## src/rtl/lwf_pkg.sv

```systemverilog
package lwf_pkg;
  typedef enum logic [1:0] {
    ST_OFF   = 2'd0,
    ST_ARMED = 2'd1,
    ST_TIME  = 2'd2,
    ST_DONE  = 2'd3
  } lwf_state_t;
endpackage

```

## src/rtl/lwf_sync.sv

```systemverilog
module lwf_sync #(
  parameter int STAGES   = 2,
  parameter bit RST_VAL  = 1'b1
) (
  input  logic clk,
  input  logic rst_n,
  input  logic d_in,
  output logic d_out
);
  logic [STAGES-1:0] chain_q;

  genvar g;
  generate
    for (g = 0; g < STAGES; g++) begin : g_stage
      if (g == 0) begin : g_first
        always_ff @(posedge clk or negedge rst_n) begin
          if (!rst_n) chain_q[g] <= RST_VAL;
          else        chain_q[g] <= d_in;
        end
      end else begin : g_next
        always_ff @(posedge clk or negedge rst_n) begin
          if (!rst_n) chain_q[g] <= RST_VAL;
          else        chain_q[g] <= chain_q[g-1];
        end
      end
    end
  endgenerate

  assign d_out = chain_q[STAGES-1];
endmodule

```

## src/rtl/lwf_fall_det.sv

```systemverilog
module lwf_fall_det (
  input  logic clk,
  input  logic rst_n,
  input  logic lvl,
  output logic fall
);
  logic prev_q;

  always_ff @(posedge clk or negedge rst_n) begin
    if (!rst_n) prev_q <= 1'b1;
    else        prev_q <= lvl;
  end

  assign fall = prev_q & ~lvl;
endmodule

```

## src/rtl/lwf_dom_timer.sv

```systemverilog
module lwf_dom_timer #(
  parameter int FILTER_CYCLES = 18000
) (
  input  logic clk,
  input  logic rst_n,
  input  logic clr,
  input  logic inc,
  output logic term
);
  localparam int CW = (FILTER_CYCLES > 2) ? $clog2(FILTER_CYCLES) : 1;
  localparam logic [CW-1:0] LAST = CW'(FILTER_CYCLES - 1);

  logic [CW-1:0] cnt_q, cnt_d;
  logic          cnt_en;

  always_comb begin
    cnt_en = clr | inc;
    cnt_d  = clr ? '0 : cnt_q + 1'b1;
  end

  always_ff @(posedge clk or negedge rst_n) begin
    if (!rst_n)      cnt_q <= '0;
    else if (cnt_en) cnt_q <= cnt_d;
  end

  assign term = (cnt_q == LAST);
endmodule

```

## src/rtl/lwf_ctrl.sv

```systemverilog
module lwf_ctrl
  import lwf_pkg::*;
(
  input  logic clk,
  input  logic rst_n,
  input  logic bus_s,
  input  logic fall,
  input  logic low_pwr,
  input  logic normal_mode,
  input  logic term,
  output logic tmr_clr,
  output logic tmr_inc,
  output logic wake_req,
  output logic rxd_low
);
  lwf_state_t st_q, st_d;
  logic       fire;
  logic       req_d, ind_d;

  always_comb begin
    st_d    = st_q;
    tmr_clr = 1'b0;
    tmr_inc = 1'b0;
    fire    = 1'b0;
    if (!low_pwr) begin
      st_d    = ST_OFF;
      tmr_clr = 1'b1;
    end else begin
      unique case (st_q)
        ST_OFF: begin
          st_d    = ST_ARMED;
          tmr_clr = 1'b1;
        end
        ST_ARMED: begin
          if (fall) begin
            st_d    = ST_TIME;
            tmr_inc = 1'b1;
          end
        end
        ST_TIME: begin
          if (bus_s) begin
            st_d    = ST_ARMED;
            tmr_clr = 1'b1;
          end else if (term) begin
            st_d    = ST_DONE;
            tmr_clr = 1'b1;
            fire    = ~normal_mode;
          end else begin
            tmr_inc = 1'b1;
          end
        end
        ST_DONE: st_d = ST_DONE;
        default: st_d = ST_OFF;
      endcase
    end
    req_d = fire;
    ind_d = normal_mode ? 1'b0 : (fire | rxd_low);
  end

  always_ff @(posedge clk or negedge rst_n) begin
    if (!rst_n) begin
      st_q     <= ST_OFF;
      wake_req <= 1'b0;
      rxd_low  <= 1'b0;
    end else begin
      st_q     <= st_d;
      wake_req <= req_d;
      rxd_low  <= ind_d;
    end
  end
endmodule

```

## src/rtl/lin_wake_filter.sv

```systemverilog
module lin_wake_filter #(
  parameter int FILTER_CYCLES = 18000,
  parameter int SYNC_STAGES   = 2
) (
  input  logic clk,
  input  logic rst_n,
  input  logic bus_rx,
  input  logic low_pwr,
  input  logic normal_mode,
  output logic wake_req,
  output logic rxd_low
);
  logic bus_s, fall, term, tmr_clr, tmr_inc;

  lwf_sync #(.STAGES(SYNC_STAGES), .RST_VAL(1'b1)) u_sync (
    .clk(clk), .rst_n(rst_n), .d_in(bus_rx), .d_out(bus_s)
  );

  lwf_fall_det u_fall (
    .clk(clk), .rst_n(rst_n), .lvl(bus_s), .fall(fall)
  );

  lwf_dom_timer #(.FILTER_CYCLES(FILTER_CYCLES)) u_tmr (
    .clk(clk), .rst_n(rst_n), .clr(tmr_clr), .inc(tmr_inc), .term(term)
  );

  lwf_ctrl u_ctrl (
    .clk(clk), .rst_n(rst_n), .bus_s(bus_s), .fall(fall),
    .low_pwr(low_pwr), .normal_mode(normal_mode), .term(term),
    .tmr_clr(tmr_clr), .tmr_inc(tmr_inc),
    .wake_req(wake_req), .rxd_low(rxd_low)
  );
endmodule

```

## config.mk

```make
export PLATFORM = sky130hd
export DESIGN_NAME = lin_wake_filter
export DESIGN_NICKNAME = d
export VERILOG_FILES = /design/src/rtl/lwf_pkg.sv /design/src/rtl/lwf_sync.sv /design/src/rtl/lwf_fall_det.sv /design/src/rtl/lwf_dom_timer.sv /design/src/rtl/lwf_ctrl.sv /design/src/rtl/lin_wake_filter.sv
export SDC_FILE = /design/constraint.sdc
export NUM_CORES = 1
export LEC_CHECK = 0
export BUFFER_PORTS_ARGS = -buffer_cell sky130_fd_sc_hd__buf_2
export CORE_AREA = 2 2 55 57
export CTS_CLUSTER_SIZE = 16
export DETAILED_ROUTE_END_ITERATION = 10
export DIE_AREA = 0 0 57 59
export PLACE_DENSITY = 0.71
export SLEW_MARGIN = 40
export SYNTH_ARGS = -nofsm -noshare
export SYNTH_HDL_FRONTEND = slang
export SYNTH_SLANG_ARGS = --single-unit
```

## constraint.sdc

```tcl
create_clock -name clk -period 2.7 [get_ports clk]
set_input_delay 0.405 -clock clk [delete_from_list [all_inputs] [get_ports clk]]
set_output_delay 0.405 -clock clk [all_outputs]
set_load 0.02 [all_outputs]
```

==> results.py <==
metrics = {
    "synth": {
        "seq_area_frac_synth_pct": 47.2,
        "synthXorXnorAreaFrac_pct": 9.69,
        "ys.flop_type": "dfrtp_1",
        "async_reset_ff_share_pct": 100,
        "syn_avg_cell_area_um2": 10.8,
        "synth_mux_area_share_pct": 0.852,
        "synthSimpleGateAreaFrac_pct": 24.8,
        "yosys.area_share.adder_pct": 5.32,
        "synth-edff-count": 0,
        "yosysTopAreaCellShare_pct": 40.5,
        "ys_seq_elements": 22,
        "syn_nets": 119,
        "synth_top_cell_by_area": "dfrtp_1",
        "synth_compound_area_share_pct": 9.58,
        "synth.cell_area_um2": 1170,
        "ys_types": 38,
        "ys.warnings.count": 0,
        "synth_top_family_by_area": "simple AND/OR/NAND/NOR gates",
        "synthTopCellsByArea": "dfrtp_1 40%, dfstp_2 6.7%, xnor2_1 6.0%",
        "syn_inst": 109,
    },
    "power_and_ir_drop": {
        "power_frac_seq_pct": 57.5,
        "p_switching_w": 0.000178,
        "p_int_w": 0.000428,
        "power_frac_clock_pct": 27.2,
        "p_leak_nw": 0.505,
        "peakVddDrop_uv": 286,
        "finalPower_w": 0.000606,
        "swShare_pct": 29.3,
        "cellPowerDensity_nw_per_um2": 480,
        "pwr-share-comb_pct": 15.2,
    },
    "cts": {
        "cts_resized": 0,
        "cts_tree": "built",
        "post_cts_buffers": 0,
        "cts_max_path_buffers": 2,
        "hold_buffers": 0,
        "clock-sinks": 22,
        "clk_latency_ns": 0.32,
        "clk_pin_slew_ns": 0.12,
        "clockRootBuffer": "clkbuf_4",
        "cts_buffers": 3,
        "cts_max_level": 1,
    },
    "detailed_routing": {
        "wl_per_cell_um": 14.1,
        "drtIter0Drc": 10,
        "drc": 0,
        "totalWireLength_um": 2100,
        "via_count": 790,
        "vias_per_cell": 5.30,
        "first_pass_iters": 3,
        "antenna_left": 0,
    },
    "finish": {
        "syn2layout_area_growth_pct": 7.45,
        "final_common_cell": "dfrtp_1",
        "diodes": 0,
        "final_nets": 129,
        "most-common-layout-cells": "19 x dfrtp_1, 14 x nor2_1, 8 x xnor2_1",
        "final_util_pct": 46.6,
        "drive_gt1_share_pct": 18.6,
    },
    "run_status": {
        "status": "complete, no violations",
    },
    "floorplanning": {
        "dieWidth_um": 57,
        "die-height_um": 59,
        "core_um2": 2710,
        "rows": 19,
        "ios": 7,
        "die_area_um2": 3360,
        "start_util_pct": 43.4,
    },
    "global_route": {
        "grt_pass1_vias": 829,
        "grt-ovfl-total": 0,
        "grt_util_all_layers_pct": 14.6,
        "antenna_found_initial": 0,
        "grt_pass1_wl_um": 3710,
        "grt_max_degree": 23,
    },
    "timing": {
        "tightest_slew_ns": 0.461,
        "fmax_mhz": 519,
        "relSlewSlack_pct": 69.0,
        "fin_skew_ns": 0.00286,
        "hold_viol": 0,
        "rsz0062_at_grt": "no",
        "min_period_over_period_pct": 71.4,
        "setup_viol": 0,
        "drv_slew": 0,
        "final.min_clock_period_ns": 1.93,
        "fin_tns_setup_ns": 0,
    },
    "place": {
        "dp_hpwl_um": 1570,
        "routabilityCongestion": 0.818,
        "io_buffers": 6,
    },
    "worst_setup_path": {
        "worst_setup_path_end_kind": "register",
        "crit_type": "register to register",
        "critPathTopFamily": "simple AND/OR/NAND/NOR gates",
        "start_kind": "register",
        "path_buf_inv": 1,
        "required_ns": 2.96,
        "max_stage_delay_ns": 0.42,
        "critPathSlowestCell": "dfrtp_1",
        "cp_max_fo": 4,
        "worstPathArrival_ns": 2.19,
        "crit_path_cell_trace": "inv_1 > ha_1 > nand4b_1 > nor4_1 > nand2_1 > xor2_1 > nor2_1",
    },
    "flow_run": {
        "drv_cap": 0,
    },
    "worst_hold_path": {
        "min_path_type": "input pin to asynchronous set/reset pin",
    },
}
==> metal layers <==
metal	GRT usage (%)	vias up	share of wire, %
li1	-	398	-
met3	3.28	7	3.2
met1	18.1	373	47
met4	8.64	0	2.9
met2	23.3	12	47
met5	0	-	0
==> logic make-up (layout without fill, tap and decap cells) <==
family	after synthesis	in the layout
compound gates	13	13
flops	22	22
fa+ha+maj	5	5
xor+xnor	13	13
buf+inv	7	16
simple gates	48	48
mux	1	1
==> layout make-up <==
class	count	area (um2)
Fill cell	273	1450
Multi-Input combinational cell	80	591
Tap cell	31	38.8
Inverter	6	22.5
Sequential cell	22	554
Clock buffer	4	26.3
Timing Repair Buffer	6	30.0
==> sequential cells by signal (all words and copies together) (netlist names) <==
| name | cells |
|---|---|
| u_sync.chain_q | 1 |
| u_tmr.cnt_q | 15 |
| u_sync.d_out | 1 |
| u_ctrl.st_q | 2 |
| u_fall.prev_q | 1 |
| u_ctrl.rxd_low | 1 |
| u_ctrl.wake_req | 1 |
==> power by group through the flow <==
stage / clock (W) / sequential [W] / combinational, W
final: 0.000165 / 0.000349 / 0.0000924
after global routing: 0.000185 / 0.000351 / 0.000105
after CTS: 0.000171 / 0.000349 / 0.0000950
after detailed placement: 0 / 0.000355 / 0.0000946
after global placement: 0 / 0.000354 / 0.0000894
after floorplan: 0 / 0.000352 / 0.0000711
==> cell usage after synthesis, drive strengths merged (2+ instances only) <==
cell / number
a2111oi: 2
a211oi: 3
a21oi: 4
and3: 3
and4: 2
dfrtp: 19
dfstp: 3
ha: 5
inv: 6
nand2: 6
nand3: 4
nand3b: 2
nand4: 3
nor2: 15
nor3: 3
nor4b: 3
o21ai: 2
xnor2: 8
xor2: 5
==> through the flow <==
step | cells | setup WS (ns) | hold slack (ns) | cell area, um2
after floorplan | 109 | 1.05 | 0.109 | 1170
after global placement | 145 | 0.844 | 0.346 | 1240
after detailed placement | 145 | 0.787 | 0.349 | 1240
after CTS | 149 | 0.739 | 0.0379 | 1260
after global routing | 149 | 0.566 | 0.0473 | 1260
final | 149 | 0.772 | 0.0124 | 1260
==> path summary, 6_finish.rpt <==
| path | startpoint | end | slack [ns] | depth (start not counted) |
|---|---|---|---|---|
| setup / recovery | u_ctrl.st_q[0]$_DFFE_PN0P_ | u_tmr.cnt_q[11]$_DFFE_PN0P_ | 0.77 | 7 |
| hold / removal | rst_n | u_tmr.cnt_q[12]$_DFFE_PN0P_ | 0.01 | 1 |
| setup reg to reg | u_ctrl.st_q[0]$_DFFE_PN0P_ | u_tmr.cnt_q[11]$_DFFE_PN0P_ | 0.77 | 7 |
| hold reg to reg | u_sync.chain_q[0]$_DFF_PN1_ | u_sync.d_out$_DFF_PN1_ | 0.37 | 0 |
| max in group asynchronous | rst_n | u_fall.prev_q$_DFF_PN1_ | 2.34 | 1 |
| min in group clk | bus_rx | u_sync.chain_q[0]$_DFF_PN1_ | 0.16 | 1 |
No activity file was read; power rests on OpenSTA's default activity.
